$ cat src/rtl/objdma_pkg.sv
package objdma_pkg;
  localparam int unsigned BYTE_W  = 8;
  localparam int unsigned CODE_W  = 3;
  localparam int unsigned IDX_W   = 8;
  localparam int unsigned OFFS_W  = 13;
  localparam int unsigned WRAM_AW = 11;

  typedef enum logic [CODE_W-1:0] {
    RG_WRAM = 3'd0, RG_REGA = 3'd1, RG_REGB = 3'd2, RG_SAVE = 3'd3,
    RG_ROM0 = 3'd4, RG_ROM1 = 3'd5, RG_ROM2 = 3'd6, RG_ROM3 = 3'd7
  } region_e;

  function automatic region_e region_of(input logic [BYTE_W-1:0] page);
    return region_e'(page[BYTE_W-1 -: CODE_W]);
  endfunction

  function automatic logic region_copies(input region_e rg);
    return !(rg == RG_REGA || rg == RG_REGB);
  endfunction

  function automatic logic [OFFS_W-1:0] fold_offs(input logic [BYTE_W-1:0] page,
                                                  input logic [IDX_W-1:0]  idx);
    logic [BYTE_W+IDX_W-1:0] lin;
    lin = {page, idx};
    if (region_of(page) == RG_WRAM)
      return OFFS_W'(lin[WRAM_AW-1:0]);
    return lin[OFFS_W-1:0];
  endfunction
endpackage

$ cat src/rtl/objdma_trigger.sv
module objdma_trigger
  import objdma_pkg::*;
#(
  parameter int unsigned DW = BYTE_W
) (
  input  logic          clk,
  input  logic          rst_n,
  input  logic          trig_we,
  input  logic [DW-1:0] trig_wdata,
  input  logic          busy,
  output logic [DW-1:0] page_q,
  output logic          start
);
  logic accept;

  assign accept = trig_we && !busy;
  assign start  = accept && region_copies(region_of(trig_wdata));

  always_ff @(posedge clk) begin
    if (!rst_n)      page_q <= '0;
    else if (accept) page_q <= trig_wdata;
  end
endmodule

$ cat src/rtl/objdma_reader.sv
module objdma_reader
  import objdma_pkg::*;
#(
  parameter int unsigned DW = BYTE_W,
  parameter int unsigned IW = IDX_W,
  parameter int unsigned CW = CODE_W,
  parameter int unsigned OW = OFFS_W
) (
  input  logic          clk,
  input  logic          rst_n,
  input  logic          start,
  input  logic [DW-1:0] page,
  output logic          src_re,
  output logic [CW-1:0] src_bank,
  output logic [OW-1:0] src_offs,
  output logic [IW-1:0] rd_idx,
  output logic          last_rd
);
  localparam logic [IW-1:0] LAST_IDX = '1;

  logic          active_q;
  logic [IW-1:0] idx_q;

  assign src_re   = active_q;
  assign rd_idx   = idx_q;
  assign last_rd  = active_q && (idx_q == LAST_IDX);
  assign src_bank = page[DW-1 -: CW];
  assign src_offs = fold_offs(page, idx_q);

  always_ff @(posedge clk) begin
    if (!rst_n) begin
      active_q <= 1'b0;
      idx_q    <= '0;
    end else if (start) begin
      active_q <= 1'b1;
      idx_q    <= '0;
    end else if (active_q) begin
      idx_q <= idx_q + 1'b1;
      if (last_rd) active_q <= 1'b0;
    end
  end
endmodule

$ cat src/rtl/objdma_writer.sv
module objdma_writer
  import objdma_pkg::*;
#(
  parameter int unsigned IW = IDX_W
) (
  input  logic          clk,
  input  logic          rst_n,
  input  logic          rd_fire,
  input  logic [IW-1:0] rd_idx,
  output logic          wr_en,
  output logic [IW-1:0] wr_addr,
  output logic          last_wr
);
  localparam logic [IW-1:0] LAST_IDX = '1;

  logic          wr_q;
  logic [IW-1:0] addr_q;

  assign wr_en   = wr_q;
  assign wr_addr = addr_q;
  assign last_wr = wr_q && (addr_q == LAST_IDX);

  always_ff @(posedge clk) begin
    if (!rst_n) begin
      wr_q   <= 1'b0;
      addr_q <= '0;
    end else begin
      wr_q   <= rd_fire;
      addr_q <= rd_idx;
    end
  end
endmodule

$ cat src/rtl/objpage_dma.sv
module objpage_dma
  import objdma_pkg::*;
#(
  parameter int unsigned DW = BYTE_W,
  parameter int unsigned IW = IDX_W,
  parameter int unsigned CW = CODE_W,
  parameter int unsigned OW = OFFS_W
) (
  input  logic          clk,
  input  logic          rst_n,
  input  logic          trig_we,
  input  logic [DW-1:0] trig_wdata,
  output logic [DW-1:0] trig_rdata,
  output logic          busy,
  output logic          src_re,
  output logic [CW-1:0] src_bank,
  output logic [OW-1:0] src_offs,
  input  logic [DW-1:0] src_rdata,
  output logic          obj_we,
  output logic [IW-1:0] obj_addr,
  output logic [DW-1:0] obj_wdata
);
  logic          start_w;
  logic          last_rd_w;
  logic          last_wr_w;
  logic          rd_fire_w;
  logic [IW-1:0] rd_idx_w;
  logic [DW-1:0] page_w;

  assign trig_rdata = page_w;
  assign src_re     = rd_fire_w;
  assign busy       = rd_fire_w | obj_we;
  assign obj_wdata  = src_rdata;

  objdma_trigger #(.DW(DW)) u_trig (
    .clk(clk), .rst_n(rst_n), .trig_we(trig_we), .trig_wdata(trig_wdata),
    .busy(busy), .page_q(page_w), .start(start_w)
  );

  objdma_reader #(.DW(DW), .IW(IW), .CW(CW), .OW(OW)) u_rd (
    .clk(clk), .rst_n(rst_n), .start(start_w), .page(page_w),
    .src_re(rd_fire_w), .src_bank(src_bank), .src_offs(src_offs),
    .rd_idx(rd_idx_w), .last_rd(last_rd_w)
  );

  objdma_writer #(.IW(IW)) u_wr (
    .clk(clk), .rst_n(rst_n), .rd_fire(rd_fire_w), .rd_idx(rd_idx_w),
    .wr_en(obj_we), .wr_addr(obj_addr), .last_wr(last_wr_w)
  );
endmodule

$ cat config.mk
export PLATFORM = sky130hd
export DESIGN_NAME = objpage_dma
export DESIGN_NICKNAME = d
export VERILOG_FILES = /design/src/rtl/objdma_pkg.sv /design/src/rtl/objdma_trigger.sv /design/src/rtl/objdma_reader.sv /design/src/rtl/objdma_writer.sv /design/src/rtl/objpage_dma.sv
export SDC_FILE = /design/constraint.sdc
export NUM_CORES = 1
export LEC_CHECK = 0
export BUFFER_PORTS_ARGS = -buffer_cell sky130_fd_sc_hd__buf_2
export CORE_MARGIN = 2
export CORE_UTILIZATION = 40
export CTS_CLUSTER_DIAMETER = 80
export DETAILED_ROUTE_END_ITERATION = 6
export GPL_ROUTABILITY_DRIVEN = 0
export PLACE_DENSITY_LB_ADDON = 0.15
export SLEW_MARGIN = 20
export SYNTH_ARGS = -nofsm -noshare
export SYNTH_HDL_FRONTEND = slang
export SYNTH_SLANG_ARGS = --single-unit
$ cat constraint.sdc
create_clock -name clk -period 1.46 [get_ports clk]
set_clock_uncertainty 0.05 [all_clocks]
set_input_delay 0.292 -clock clk [delete_from_list [all_inputs] [get_ports clk]]
set_output_delay 0.292 -clock clk [all_outputs]
set_load 0.05 [all_outputs]
==> out/results.tsv <==
metric	value	unit
synth-edff-count	0	
p_leak	0.676	nW
hp-class	input pin to register	
synth_seq_cells	26	
grt_pass1_wl	3.82	mm
avgRoutedWirePerCell	13.0	microns
drc	0	
grt_start_max_net_pins	15	
path_clk_slew	0.14	ns
final_hold_viol_count	0	
insertion_delay	0.32	ns
setup_viol	2	
routed_wl	2.30	mm
place_ws	0.105	ns
failed_checks	negative setup slack	
grt_pass1_vias	825	
die_width	55.8	microns
cts-root-buf	clkbuf_4	
core	0.00250	sq mm
port_buffers	45	
end_kind	primary output	
tns	-0.110	ns
final_layout_size_suffix_gt1_share	56.5	%
ys_top_cells_by_count	26 x dfxtp_1, 15 x buf_4, 9 x mux2i_1, 9 x nor2_1, 7 x and2_1	
nets	168	
synthTopCellsByArea	dfxtp_1 49%, buf_4 11%, mux2i_1 8.4%, and2_1 4.1%, nor2_1 3.2%	
yosysMostFrequentCell	dfxtp_1	
viasPerCell	4.84	
antenna_found_initial	0	
synth_top_area_share	48.5	%
arrival	1.17	ns
syn_avg_cell_area	10.0	sq um
syn_area	0.00107	sq mm
synthToLayoutAreaGrowth	34.4	%
yosysWarningCount	0	
syn-num-nets	127	
ys_seq_area_share	48.5	%
relSlewSlack	76.6	%
cp-start-kind	register	
synth_ff_type	dfxtp_1	
dpl.hpwl	1.58	mm
period_share	104	%
timing.max_cap.violations	0	
finalCriticalPeriod	1.52	ns
synth_cell_types	29	
synth_top_cell_by_area	dfxtp_1	
rows	18	
dieHeight	55.8	microns
ff2ff_path_depth	5	
cts-buffers-inserted	3	
start_util	42.9	%
antenna_left	0	
tritoncts	built	
async_reset_ff_share	0	%
drt_first_iter_violations	8	
p_per_area	1030	mW/mm^2
htree_num_levels	1	
hold_slack	0.153	ns
cp.required	1.12	ns
drv_slew	0	
dieArea	0.00311	sq mm
timing_worst_setup_path_type	register to primary output	
antenna_cells	0	
cts_sinks	26	
layout_setup_ws	-0.0553	ns
rsz0062_at_grt	true	
hold_depth	3	
fmax	660	MHz
status	finished, violations left	
ios	62	
drt_first_pass_iters	2	
crit_path_max_fanout	4	
netlist_instances	107	
irDropWorstVdd	0.695	mV
vias	856	
ctsLongestPathBuffers	2	
max_slew.worst_pin.slew	0.349	ns
overflow	0	
grt_usage	15.6	%
per-stage QoR:
step | cell area [sq um] | power (W) | util (%) | cells
after floorplan | 1130 | 0.00110 | - | 107
after global placement | 1300 | 0.00110 | 52.0 | 169
after detailed placement | 1300 | 0.00110 | 52.0 | 169
after CTS | 1390 | 0.00149 | 55.7 | 176
after global routing | 1440 | 0.00155 | 57.7 | 177
final | 1440 | 0.00148 | 57.7 | 177
cells in the final DEF, fill, tap and decap left out, types with 3 or more instances in the layout:
cell type,synthesis,final
buf_2,1,40
dfxtp_1,26,13
o21ai_0,4,4
dfxtp_4,0,9
nor2_1,9,9
clkbuf_4,0,5
mux2i_1,9,9
a211oi_2,1,3
buf_4,15,8
and2_1,7,7
nor3_1,6,5
dfxtp_2,0,4
xor2_1,3,3
routing by layer:
metal,vias up,GRT usage (%),part of all wire (%)
li1,431,-,-
met1,388,19.3,44
met2,28,25.3,48
met3,9,5.12,6.3
met4,0,5.23,1.8
met5,-,0,0
logic make-up after synthesis:
family / Yosys count / share of synthesized area [%]
flip-flops: 26 / 48.5
AO/OA/AOI/OAI: 10 / 6.30
AND/OR/NAND/NOR: 37 / 19.5
XOR/XNOR: 5 / 4.08
adder cells (fa/ha/maj): 1 / 1.17
multiplexers: 9 / 8.40
buffers and inverters: 19 / 12.0
final timing paths:
path / from / end / slack [ns]
min: trig_wdata[1] / u_trig.page_q[1]$_SDFFE_PN0P_ / 0.15
max reg2reg: u_rd.src_re$_SDFF_PN0_ / u_rd.rd_idx[6]$_SDFFE_PP0P_ / 0.08
min reg2reg: u_trig.page_q[1]$_SDFFE_PN0P_ / u_trig.page_q[1]$_SDFFE_PN0P_ / 0.48
max: u_trig.page_q[5]$_SDFFE_PN0P_ / src_offs[11] / -0.06
where the power goes:
part / internal, W / switching [W] / leakage [nW]
registers: 0.000727 / 0.0000228 / 0.220
clock network: 0.000153 / 0.000207 / 0.0210
logic: 0.000124 / 0.000251 / 0.435
layout make-up:
class	count	area (sq um)
Timing Repair Buffer	53	313
Fill cell	227	1060
Tap cell	30	37.5
Inverter	2	7.51
Sequential cell	26	559
Clock buffer	4	36.3
Multi-Input combinational cell	62	488
state kept, by name, indices dropped and copies added (netlist names):
signal         count
u_rd.rd_idx        8
u_wr.wr_en         1
u_trig.page_q      8
u_rd.src_re        1
u_wr.wr_addr       8
critical path, cell delays in order (launching register included):
cell	delay, ns
dfxtp_2	0.37
nor3_4	0.27
nor2b_4	0.06
buf_6	0.15
timing repair:
action,in CTS,in global routing
pin swaps,1,2
gates resized for setup,10,11
setup endpoints to repair,3,13
setup buffers,3,1
hold buffers,0,0
No activity file was read; power rests on OpenSTA's default activity.
